[src/rtl/npc_pkg.sv]
package npc_pkg;

    typedef enum logic [3:0] {
        OP_SEQ    = 4'd0,
        OP_BR     = 4'd1,
        OP_BGE    = 4'd2,
        OP_BLT    = 4'd3,
        OP_BNE    = 4'd4,
        OP_BEQ    = 4'd5,
        OP_BGEU   = 4'd6,
        OP_BLTU   = 4'd7,
        OP_JABS   = 4'd8,
        OP_CALL   = 4'd9,
        OP_JREG   = 4'd10,
        OP_CALLR  = 4'd11,
        OP_RET    = 4'd12,
        OP_ERET   = 4'd13,
        OP_BRET   = 4'd14,
        OP_NEXTPC = 4'd15
    } op_e;

    typedef enum logic [1:0] {
        EXC_NONE  = 2'd0,
        EXC_ALIGN = 2'd1,
        EXC_PRIV  = 2'd2
    } exc_e;

    typedef enum logic [1:0] {
        STAT_KEEP = 2'd0,
        STAT_EXC  = 2'd1,
        STAT_BRK  = 2'd2
    } stat_e;

endpackage

[src/rtl/npc_cmp.sv]
module npc_cmp
    import npc_pkg::*;
#(
    parameter int XLEN = 32
) (
    input  op_e             op,
    input  logic [XLEN-1:0] a,
    input  logic [XLEN-1:0] b,
    output logic            hit
);
    logic eq, lt_s, lt_u;

    assign eq   = (a == b);
    assign lt_s = ($signed(a) < $signed(b));
    assign lt_u = (a < b);

    always_comb begin
        unique case (op)
            OP_BR:   hit = 1'b1;
            OP_BGE:  hit = !lt_s;
            OP_BLT:  hit = lt_s;
            OP_BNE:  hit = !eq;
            OP_BEQ:  hit = eq;
            OP_BGEU: hit = !lt_u;
            OP_BLTU: hit = lt_u;
            default: hit = 1'b0;
        endcase
    end
endmodule

[src/rtl/npc_tgt.sv]
module npc_tgt #(
    parameter int XLEN       = 32,
    parameter int IMM_W      = 16,
    parameter int JIMM_W     = 26,
    parameter int INSN_BYTES = 4
) (
    input  logic [XLEN-1:0]   pc,
    input  logic [IMM_W-1:0]  imm16,
    input  logic [JIMM_W-1:0] imm26,
    output logic [XLEN-1:0]   seq_pc,
    output logic [XLEN-1:0]   br_pc,
    output logic [XLEN-1:0]   abs_pc
);
    localparam int REGION = XLEN - JIMM_W - 2;
    localparam int EXT    = XLEN - IMM_W;

    logic [XLEN-1:0] disp;

    // Word displacement: sign-extend, then drop the sub-word bits.
    assign disp   = {{EXT{imm16[IMM_W-1]}}, imm16[IMM_W-1:2], 2'b00};
    assign seq_pc = pc + XLEN'(INSN_BYTES);
    assign br_pc  = seq_pc + disp;
    assign abs_pc = {pc[XLEN-1 -: REGION], imm26, 2'b00};
endmodule

[src/rtl/npc_unit.sv]
module npc_unit
    import npc_pkg::*;
#(
    parameter int XLEN       = 32,
    parameter int IMM_W      = 16,
    parameter int JIMM_W     = 26,
    parameter int REG_W      = 5,
    parameter int LINK_REG   = 31,
    parameter int INSN_BYTES = 4
) (
    input  logic              clk,
    input  logic              rst_n,
    input  logic              op_valid,
    input  logic [3:0]        op_code,
    input  logic [XLEN-1:0]   cur_pc,
    input  logic [IMM_W-1:0]  imm16,
    input  logic [JIMM_W-1:0] imm26,
    input  logic [REG_W-1:0]  dst_c,
    input  logic [XLEN-1:0]   opnd_a,
    input  logic [XLEN-1:0]   opnd_b,
    input  logic [XLEN-1:0]   reg_ra,
    input  logic [XLEN-1:0]   reg_ea,
    input  logic [XLEN-1:0]   reg_ba,
    input  logic              user_mode,
    output logic              npc_valid,
    output logic [XLEN-1:0]   npc,
    output logic              taken,
    output logic              lnk_we,
    output logic [REG_W-1:0]  lnk_idx,
    output logic [XLEN-1:0]   lnk_data,
    output logic [1:0]        stat_sel,
    output logic              exc_req,
    output logic [1:0]        exc_code,
    output logic [XLEN-1:0]   bad_addr
);
    localparam int REGION = XLEN - JIMM_W - 2;
    localparam logic [REG_W-1:0] LINK_IDX = REG_W'(LINK_REG);

    typedef struct packed {
        logic             valid;
        logic [XLEN-1:0]  npc;
        logic             taken;
        logic             we;
        logic [REG_W-1:0] idx;
        logic [XLEN-1:0]  ldata;
        stat_e            stat;
        logic             exc;
        exc_e             code;
        logic [XLEN-1:0]  bad;
    } npc_st_t;

    op_e             op;
    logic            cond_hit;
    logic [XLEN-1:0] seq_pc, br_pc, abs_pc, ind_tgt;
    logic            ind_misal;
    npc_st_t         st_d, st_q;

    assign op = op_e'(op_code);

    npc_cmp #(.XLEN(XLEN)) u_cmp (
        .op  (op),
        .a   (opnd_a),
        .b   (opnd_b),
        .hit (cond_hit)
    );

    npc_tgt #(
        .XLEN(XLEN), .IMM_W(IMM_W), .JIMM_W(JIMM_W), .INSN_BYTES(INSN_BYTES)
    ) u_tgt (
        .pc     (cur_pc),
        .imm16  (imm16),
        .imm26  (imm26),
        .seq_pc (seq_pc),
        .br_pc  (br_pc),
        .abs_pc (abs_pc)
    );

    // Register-held target: return uses the return-address register.
    assign ind_tgt   = (op == OP_RET) ? reg_ra : opnd_a;
    assign ind_misal = |ind_tgt[1:0];

    always_comb begin
        st_d = '0;
        if (op_valid) begin
            st_d.valid = 1'b1;
            st_d.npc   = seq_pc;
            unique case (op)
                OP_SEQ: ;
                OP_BR, OP_BGE, OP_BLT, OP_BNE, OP_BEQ, OP_BGEU, OP_BLTU: begin
                    if (cond_hit) begin
                        st_d.npc   = br_pc;
                        st_d.taken = 1'b1;
                    end
                end
                OP_JABS, OP_CALL: begin
                    st_d.npc   = abs_pc;
                    st_d.taken = 1'b1;
                    if (op == OP_CALL) begin
                        st_d.we    = 1'b1;
                        st_d.idx   = LINK_IDX;
                        st_d.ldata = seq_pc;
                    end
                end
                OP_JREG, OP_CALLR, OP_RET: begin
                    if (ind_misal) begin
                        st_d.exc  = 1'b1;
                        st_d.code = EXC_ALIGN;
                        st_d.bad  = ind_tgt;
                    end else begin
                        st_d.npc   = ind_tgt;
                        st_d.taken = 1'b1;
                        if (op == OP_CALLR) begin
                            st_d.we    = 1'b1;
                            st_d.idx   = LINK_IDX;
                            st_d.ldata = seq_pc;
                        end
                    end
                end
                OP_ERET, OP_BRET: begin
                    if (user_mode) begin
                        st_d.exc  = 1'b1;
                        st_d.code = EXC_PRIV;
                    end else begin
                        st_d.taken = 1'b1;
                        st_d.npc   = (op == OP_ERET) ? reg_ea : reg_ba;
                        st_d.stat  = (op == OP_ERET) ? STAT_EXC : STAT_BRK;
                    end
                end
                OP_NEXTPC: begin
                    if (dst_c != '0) begin
                        st_d.we    = 1'b1;
                        st_d.idx   = dst_c;
                        st_d.ldata = seq_pc;
                    end
                end
                default: ;
            endcase
        end
    end

    always_ff @(posedge clk) begin
        if (!rst_n) st_q <= '0;
        else        st_q <= st_d;
    end

    assign npc_valid = st_q.valid;
    assign npc       = st_q.npc;
    assign taken     = st_q.taken;
    assign lnk_we    = st_q.we;
    assign lnk_idx   = st_q.idx;
    assign lnk_data  = st_q.ldata;
    assign stat_sel  = st_q.stat;
    assign exc_req   = st_q.exc;
    assign exc_code  = st_q.code;
    assign bad_addr  = st_q.bad;

    // a cycle without an operation leaves every request low.
    assert_idle_quiet_R1: assert property (@(posedge clk) disable iff (!rst_n)
        !op_valid |=> (!npc_valid && !lnk_we && !exc_req && !taken));

    // sequential flow advances one instruction.
    assert_seq_step_R2: assert property (@(posedge clk) disable iff (!rst_n)
        (op_valid && op_code == OP_SEQ) |=> (npc == $past(cur_pc) + XLEN'(INSN_BYTES) && !taken));

    // absolute jump stays in the current region.
    assert_region_kept_R5: assert property (@(posedge clk) disable iff (!rst_n)
        (op_valid && op_code == OP_JABS) |=> (npc[XLEN-1 -: REGION] == $past(cur_pc[XLEN-1 -: REGION])));

    // an exception never redirects nor writes a link.
    assert_exc_no_link_R8: assert property (@(posedge clk) disable iff (!rst_n)
        exc_req |-> (!lnk_we && !taken && exc_code != EXC_NONE));

    // with aligned PC and saved return addresses, next PC stays aligned.
    assert_npc_aligned_R8: assert property (@(posedge clk) disable iff (!rst_n)
        npc_valid |-> (npc[1:0] == 2'b00));

    // a user-mode return is refused with the privilege code.
    assert_user_ret_R10: assert property (@(posedge clk) disable iff (!rst_n)
        (op_valid && user_mode && (op_code == OP_ERET || op_code == OP_BRET))
        |=> (exc_req && exc_code == EXC_PRIV && stat_sel == STAT_KEEP));

    // register zero is never named as a link destination.
    assert_no_zero_link_R11: assert property (@(posedge clk) disable iff (!rst_n)
        lnk_we |-> (lnk_idx != '0));
endmodule

[config.mk]
export PLATFORM = sky130hd
export DESIGN_NAME = npc_unit
export DESIGN_NICKNAME = d
export VERILOG_FILES = /design/src/rtl/npc_pkg.sv /design/src/rtl/npc_cmp.sv /design/src/rtl/npc_tgt.sv /design/src/rtl/npc_unit.sv
export SDC_FILE = /design/constraint.sdc
export NUM_CORES = 1
export LEC_CHECK = 0
export CELL_PAD_IN_SITES_DETAIL_PLACEMENT = 0
export CELL_PAD_IN_SITES_GLOBAL_PLACEMENT = 1
export CORE_MARGIN = 2
export CORE_UTILIZATION = 27
export CTS_CLUSTER_SIZE = 16
export DETAILED_ROUTE_END_ITERATION = 7
export HOLD_SLACK_MARGIN = 0.08
export PLACE_DENSITY_LB_ADDON = 0.15
export SLEW_MARGIN = 20
export SYNTH_ARGS = -nofsm -noshare
export SYNTH_HDL_FRONTEND = slang
export SYNTH_SLANG_ARGS = --single-unit
[constraint.sdc]
create_clock -name clk -period 4.5 [get_ports clk]
set_input_delay 1.125 -clock clk [delete_from_list [all_inputs] [get_ports clk]]
set_output_delay 1.125 -clock clk [all_outputs]
set_load 0.005 [all_outputs]
# == Word level (Yosys, flattened, before mapping) ==
# Cells that the tools add are included.
# op_classes
add_sub_neg,2
mul,0
div_mod_pow,0
magnitude_cmp,2
eq_ne,16
n_shift,0
mux,19
bitwise_logic,3
n_reduce_logical,12
# ops
operator,count
33-bit one-hot mux with 4 select lines,1
38-bit two-way mux,3
38-bit one-hot mux with 3 select lines,1
109-bit two-way mux,1
32-bit two-way mux,3
71-bit two-way mux,1
33-bit two-way mux,2
32-bit < comparator,2
35-bit two-way mux,1
"32-bit by 3-bit adder with 32-bit output, second input constant",1
32-bit adder,1
32-bit equality test,1
"4-bit equality test, second input constant",8
"4-bit by 3-bit equality test with 1-bit output, second input constant",4
"4-bit by 2-bit equality test with 1-bit output, second input constant",2
1-bit one-hot mux with 7 select lines,1
7-bit OR reduction,1
2-bit two-way mux,3
3-bit one-hot mux with 2 select lines,1
2-bit OR reduction,3
5-bit nonzero test,1
"4-bit by 1-bit equality test with 1-bit output, second input constant",1
4-bit AND reduction,1
4-bit OR reduction,1
5 further kinds,9
# totals
reg_bits,109
latchBits,0
mem_bits_rw,0
rom_bits,0
output_inout_bits,109
word_cells,64
memories,0

# == Depth between registers and ports, before layout ==
# Gate-level depths: netlist of the first run.
# depth
depth_word,6
mapped_depth,17

# == Hierarchy ==
# A second synthesis of the first run with hierarchy kept.
# unflattened
cells_unflattened,951
hier_area_um2,8293.0
# by_module_without_submodules
module,instances,cells_each,area_each_um2
npc_unit,1,493,4976.0
npc_tgt,1,334,2442.3
npc_cmp,1,124,874.6

# == Least setup slack after synthesis of the first run ==
# OpenSTA, ideal clock, no wires.
# synth_path
path_type,input port to flip-flop
startpoint,input cur_pc[5]
endpoint,"register st_q, in the netlist npc[28]"
setup_ps,130
arrival_time_ps,4187
slack_ps,183
path_stages,15
path_buffers,0
cell_sequence,and4_1 > nand4_1 > nor4_1 > nand2_1 > xor2_1 > inv_1 > ha_1 > a21o_1 > a21o_1 > a21o_1 > a31o_2 > a2111oi_0 > mux2i_1 > nand4_1 > o211ai_1
# synth_via
elab_chain_cells,4
elab_cells_between_ends,6
cone_classes,2 x add/sub; 4 x mux
# synth_rtl
item,line_no,source
from (decl),npc_unit.sv:15,"input logic [XLEN-1:0] cur_pc,"
32-bit by 3-bit adder with 32-bit output (*),npc_tgt.sv:21,assign seq_pc = pc + XLEN'(INSN_BYTES);
32-bit adder,npc_tgt.sv:22,assign br_pc = seq_pc + disp;
33-bit two-way mux,npc_unit.sv:90,if (cond_hit) begin
33-bit one-hot mux with 4 select lines (*),npc_unit.sv:87,unique case (op)
to (signal assigned),npc_unit.sv:143,else st_q <= st_d;
to (decl),npc_unit.sv:56,"npc_st_t st_d, st_q;"
# Every way passes the cells marked *; elsewhere a longest branch is shown, timed or not.
# A chain may end at the register's enable or synchronous reset.

# == Worst setup path after layout of the first run ==
# layout_path
startpoint,input cur_pc[8]
endpoint,"register st_q, in the netlist npc[22]"
# The elaborated chain is that of the path after synthesis.

==> reports/metrics.csv, run 1 <==
metric,value,unit
status,"complete, no violations",
register area,2182,µm²
endpoints failing setup,0,
Sink Count,109,
global placement routability congestion,0.8780,
DRC Markers,0,
"commonest cells after routing, fill and taps aside","347 x clkdlybuf4s50_1, 188 x buf_4, 109 x dfxtp_1",
FILL cells,2718,
total number of vias,8605,
clock slew at reported path FFs,80,ps
total wire length,34210,µm
CP required,4730,ps
Startpoint Class,input pin,
RSZ-0062 raised after global routing,false,
share of layout cells above drive strength 1,19.99,%
largest buffer count on any clock path,2,
clock network power share,27.2,%
Synth area leader,dfxtp_1,
"Max stage delay cell, worst path",clkdlybuf4s50_1,
crit path buf inv count,2,
Cells after Synth,939,
vias per std cell,4.679,
number of synthesized register bits,109,
Core Region,27710,µm²
Max VDD drop,143.6,µV
Synth Flop Type,dfxtp_1,
max incr delay on CP,480,ps
CTS root buffer,clkbuf_16,
final hold violation count,0,
Mapped Area,7587,µm²
Rows,61,
Setup WS post-layout,142.8,ps
setup TNS,0,ps
H-tree Lvls,3,
Finished Core Util,49.04,%
Final nets,1774,
"Hold-fix buffers, CTS",0,
crit path cell chain,clkdlybuf4s50_1 > nand4_1 > buf_4 > nor2_4 > and3_4 > nand3_4 > xnor2_2 > ha_1 > a21o_1 > a21o_1 > a21oi_2 > and2_4 > or3_4 > and3b_2 > xnor2_2 > a221oi_2 > o22ai_1,
Mapped Avg Cell Area,8.080,µm²
Syn. warnings,0,
Rel. slew slack,25.48,%
sequential area share after synthesis,28.76,%
post-synth cell types,60,
cell area power density,213.7,nW/µm²
ANT cells,0,
post-route clock period utilization,96.83,%
IO Pins,356,
Initial Util,27.39,%
largest net degree at the start of global routing,35,
post-DP HPWL,28460,µm
CTS Buf Count,9,
sequential share of power,34.6,%
Slew @ Worst Pin,1090,ps
Place WS,-620.5,ps
Iteration-0 DRC Markers,428,
area delta synth->final,79.07,%
number of global-route vias before repair,8657,
"most common cell after layout, fill and taps aside",clkdlybuf4s50_1,
gr ovfl total,0,
footprint of the multi-input gates,5303,µm²
CP arrival,4590,ps
first-pass GRT wire length,50800,µm
Pint,1.997,mW
critical path depth,17,
Routed WL per cell,18.60,µm
Synth top area share,28.76,%
switching power total,907.3,µW
Fmax,229.5,MHz
hold depth,3,
Max-cap violations,0,
worst-path fanout max,3,
CTS tree,yes,
max-slew violations,0,
initial antenna violation count,1,
First-pass DRT Iterations,5,
"EDFF count, synth",0,
GRT Util Overall,23.04,%
Tmin final,4357,ps
chip height,171.6,µm
synth top area cells,"dfxtp_1 29%, ha_1 12%, mux2i_1 8.0%",
Mapped Nets,1257,
Leakage Power,5.672,nW
die footprint,29460,µm²
Crit path max-delay family,simple AND/OR/NAND/NOR gates,
Critical Path End Type,register,
ANT nets after route,0,
chip width,171.6,µm
Tightest Hold Check Type,in -> reg,
switching part of the total power,31.24,%
Comb power frac,38.2,%
critical path type,in -> reg,
"Async S/R FF share, synth",0,%
PortBufs,353,
[Yosys cell counts (13+ instances only)]
master,count
a221oi_2,16
o21ai_0,41
xor2_1,21
nand4_1,24
a21oi_1,68
nand3_1,16
o22ai_1,37
clkbuf_1,28
nand2_1,78
inv_1,75
nor2_1,113
xnor2_1,30
ha_1,70
mux2i_1,61
dfxtp_1,109
a21o_1,13
[what timing repair did]
action                                  CTS  global route
resized for setup                        49            25
pin swaps                                21            23
buffers inserted                          7             5
gates cloned                              0             0
endpoints found under the setup margin   12            24
[cell families after synthesis]
family | share of synthesized area (%)
AO/OA/AOI/OAI | 21.55
multiplexers | 8.048
adder cells (fa/ha/maj) | 11.81
flip-flops | 28.76
buffers and inverters | 6.217
XOR/XNOR | 5.887
AND/OR/NAND/NOR | 17.73
[routing by layer]
layer | GRT usage (%) | vias up | wire length (µm)
li1 | - | 4389 | -
met5 | 0 | - | 13
met4 | 4.200 | 2 | 422
met2 | 40.68 | 219 | 16850
met3 | 4.901 | 19 | 1743
met1 | 28.96 | 3976 | 15180
[final timing paths]
path / startpoint / endpoint
worst max-delay path: cur_pc[8] / npc[22]$_SDFF_PN0_
worst min-delay path: cur_pc[2] / lnk_data[2]$_SDFF_PN0_
[final cells by class]
class / count / share of cell area [%]
clock buffer: 11 / 1.713
clock inverter: 5 / 0.2671
inverter: 75 / 2.072
multi-input combinational: 713 / 39.03
tap: 378 / 3.481
sequential: 109 / 16.06
timing repair buffer: 548 / 37.38
[state kept, by name, indices dropped and copies added (netlist names)]
register / cells
taken: 1
bad_addr: 32
lnk_data: 32
exc_req: 1
lnk_idx: 5
exc_code: 2
stat_sel: 2
npc_valid: 1
npc: 32
lnk_we: 1
[power groups by stage]
stage / clock network [mW] / registers (mW) / logic, mW
2_1_floorplan: 0 / 1.03 / 0.440
3_3_place_gp: 0 / 1.03 / 1.06
4_1_cts: 0.821 / 1.00 / 1.10
3_5_place_dp: 0 / 1.03 / 1.06
5_1_grt: 0.847 / 1.01 / 1.21
6_report: 0.790 / 1.00 / 1.11
[through the flow]
step | total power, mW | area (µm²) | cells | hold WS, ps
floorplan | 1.471 | 7587 | 939 | 1197
global placement | 2.086 | 12880 | 1811 | 1718
detailed placement | 2.088 | 12880 | 1811 | 1715
CTS | 2.920 | 13440 | 1834 | 1334
global route | 3.062 | 13590 | 1839 | 1150
finish | 2.904 | 13590 | 1839 | 1138
[tightest hold or removal path: cells and delay by family]
kind | cells | cell delay [ps]
buffers and inverters | 2 | 280
AND/OR/NAND/NOR | 1 | 50
Note: power is estimated with default switching activity, not from simulation.
==> run 2: changes to the inputs <==
--- a/config.mk
+++ b/config.mk
@@ -12,7 +12,7 @@
 export CTS_CLUSTER_SIZE = 16
 export DETAILED_ROUTE_END_ITERATION = 7
 export HOLD_SLACK_MARGIN = 0.08
-export PLACE_DENSITY_LB_ADDON = 0.15
+export PLACE_DENSITY_LB_ADDON = 0.12
 export SLEW_MARGIN = 20
 export SYNTH_ARGS = -nofsm -noshare
 export SYNTH_HDL_FRONTEND = slang
==> reports/metrics.csv, run 2 (synthesis results as in run 1) <==
metric,value,unit,change
"commonest cells after routing, fill and taps aside","344 x clkdlybuf4s50_1, 199 x buf_4, 109 x nor2_1, 109 x dfxtp_1, 76 x nand2_1",,
Final Cell Area,13580,µm²,about the same
Iteration-0 DRC Markers,342,,-20%
cell area power density,213.4,nW/µm²,-0.15%
"Max stage delay cell, worst path",clkdlybuf4s50_1,,
largest buffer count on any clock path,2,,unchanged
endpoints failing setup,0,,unchanged
CP arrival,4600,ps,about the same
CP required,4730,ps,about the same
CTS Buf Count,9,,unchanged
First-pass DRT Iterations,5,,unchanged
worst-path fanout max,4,,+1
Startpoint Class,input pin,,
Sink Count,109,,unchanged
Initial Util,27.39,%,unchanged
chip width,171.6,µm,unchanged
total number of vias,8730,,+1.5%
crit path cell chain,clkdlybuf4s50_1 > nand4_1 > buf_6 > nor2_4 > and3_4 > nand3_2 > xnor2_2 > ha_1 > a21o_1 > a21o_1 > a21oi_2 > and2_1 > or3_4 > and3b_2 > xnor2_2 > a221oi_2 > o22ai_1,,
status,"complete, no violations",,
Crit path max-delay family,simple AND/OR/NAND/NOR gates,,
"most common cell after layout, fill and taps aside",clkdlybuf4s50_1,,
chip height,171.6,µm,unchanged
placed cell areas,12870,µm²,about the same
DRC Markers,0,,unchanged
clock slew at reported path FFs,80,ps,about the same
Leakage Power,5.719,nW,+0.83%
GRT Util Overall,22.87,%,-0.17 points
share of layout cells above drive strength 1,20.11,%,+0.12 points
FILL cells,2755,,+1.4%
first-pass GRT wire length,50630,µm,-0.34%
Max-cap violations,0,,unchanged
die footprint,29460,µm²,unchanged
critical path type,in -> reg,,
H-tree Lvls,3,,unchanged
number of global-route vias before repair,9040,,+4.4%
Tightest Hold Check Type,in -> reg,,
CTS root buffer,clkbuf_16,,
largest net degree at the start of global routing,34,,-2.9%
post-route clock period utilization,97.13,%,+0.31 points
Total Power Consumption,2.897,mW,-0.22%
global placement routability congestion,0.8466,,-3.6%
IO Pins,356,,unchanged
Fmax,228.8,MHz,-0.32%
total wire length,34210,µm,about the same
Rows,61,,unchanged
initial antenna violation count,1,,unchanged
final hold violation count,0,,unchanged
minimum hold slack,1235,ps,+97.34 ps
vias per std cell,4.729,,+1.1%
CTS tree,yes,,
Critical Path End Type,register,,
crit path buf inv count,2,,unchanged
max-slew violations,0,,unchanged
post-DP HPWL,28250,µm,-0.73%
gr ovfl total,0,,unchanged
Max VDD drop,125.0,µV,-13%
Core Region,27710,µm²,unchanged
Routed WL per cell,18.53,µm,-0.37%
max incr delay on CP,470,ps,about the same
ANT nets after route,0,,unchanged
Rel. slew slack,41.85,%,+16 points
PortBufs,353,,unchanged
area delta synth->final,78.94,%,about the same
Tmin final,4371,ps,+13.88 ps
Final nets,1780,,+0.34%
Slew @ Worst Pin,850.3,ps,-239.4 ps
==> run 2: what timing repair did <==
item                                    in CTS  in global routing
pin swaps                                   19                 24
buffers inserted                             8                  6
hold buffers                                 0                  0
endpoints found under the setup margin      13                 16
gates resized for setup                     35                 38
==> run 2: path summary, 6_finish.rpt <==
| check | startpoint | end | slack, ps | cells after the start |
|---|---|---|---|---|
| hold / removal | cur_pc[7] | lnk_data[7]$_SDFF_PN0_ | 1240 | 5 |
| setup / recovery | cur_pc[10] | npc[22]$_SDFF_PN0_ | 130 | 17 |
==> run 2: cell type report <==
| cell class | instances | area (µm²) | share of cell area [%] |
|---|---|---|---|
| Multi-Input combinational cell | 713 | 5288 | 38.95 |
| Timing Repair Buffer | 554 | 5081 | 37.43 |
| Sequential cell | 109 | 2182 | 16.07 |
| Tap cell | 378 | 473.0 | 3.484 |
| Inverter | 75 | 281.5 | 2.074 |
| Clock buffer | 11 | 232.7 | 1.714 |
| Clock inverter | 5 | 36.28 | 0.2673 |
| Antenna cell | 1 | 2.502 | 0.01843 |
==> run 2: stage by stage <==
step           TNS, ps  cells  utilization [%]  setup WS [ps]
6_report             0   1846            49.00          129.0
5_1_grt         -33.29   1846            49.00         -12.96
4_1_cts         -26.73   1840            48.22         -12.89
3_5_place_dp     -7385   1816            46.45         -667.5
3_3_place_gp     -6507   1816            46.45         -626.1
2_1_floorplan        0    939                -          183.2
==> run 2: metal layers <==
| layer | share of wire [%] | track usage, % | up-vias |
|---|---|---|---|
| met3 | 5.6 | 4.786 | 33 |
| met2 | 47 | 38.90 | 247 |
| met1 | 45 | 28.82 | 4045 |
| met5 | 0 | 0 | - |
| met4 | 2.2 | 7.259 | 0 |
| li1 | - | - | 4405 |
==> run 2: report_power, final <==
part           switching [mW]  total (mW)  internal, mW
combinational           0.486        1.10         0.616
clock                   0.413       0.792         0.379
sequential            0.00843        1.00         0.995
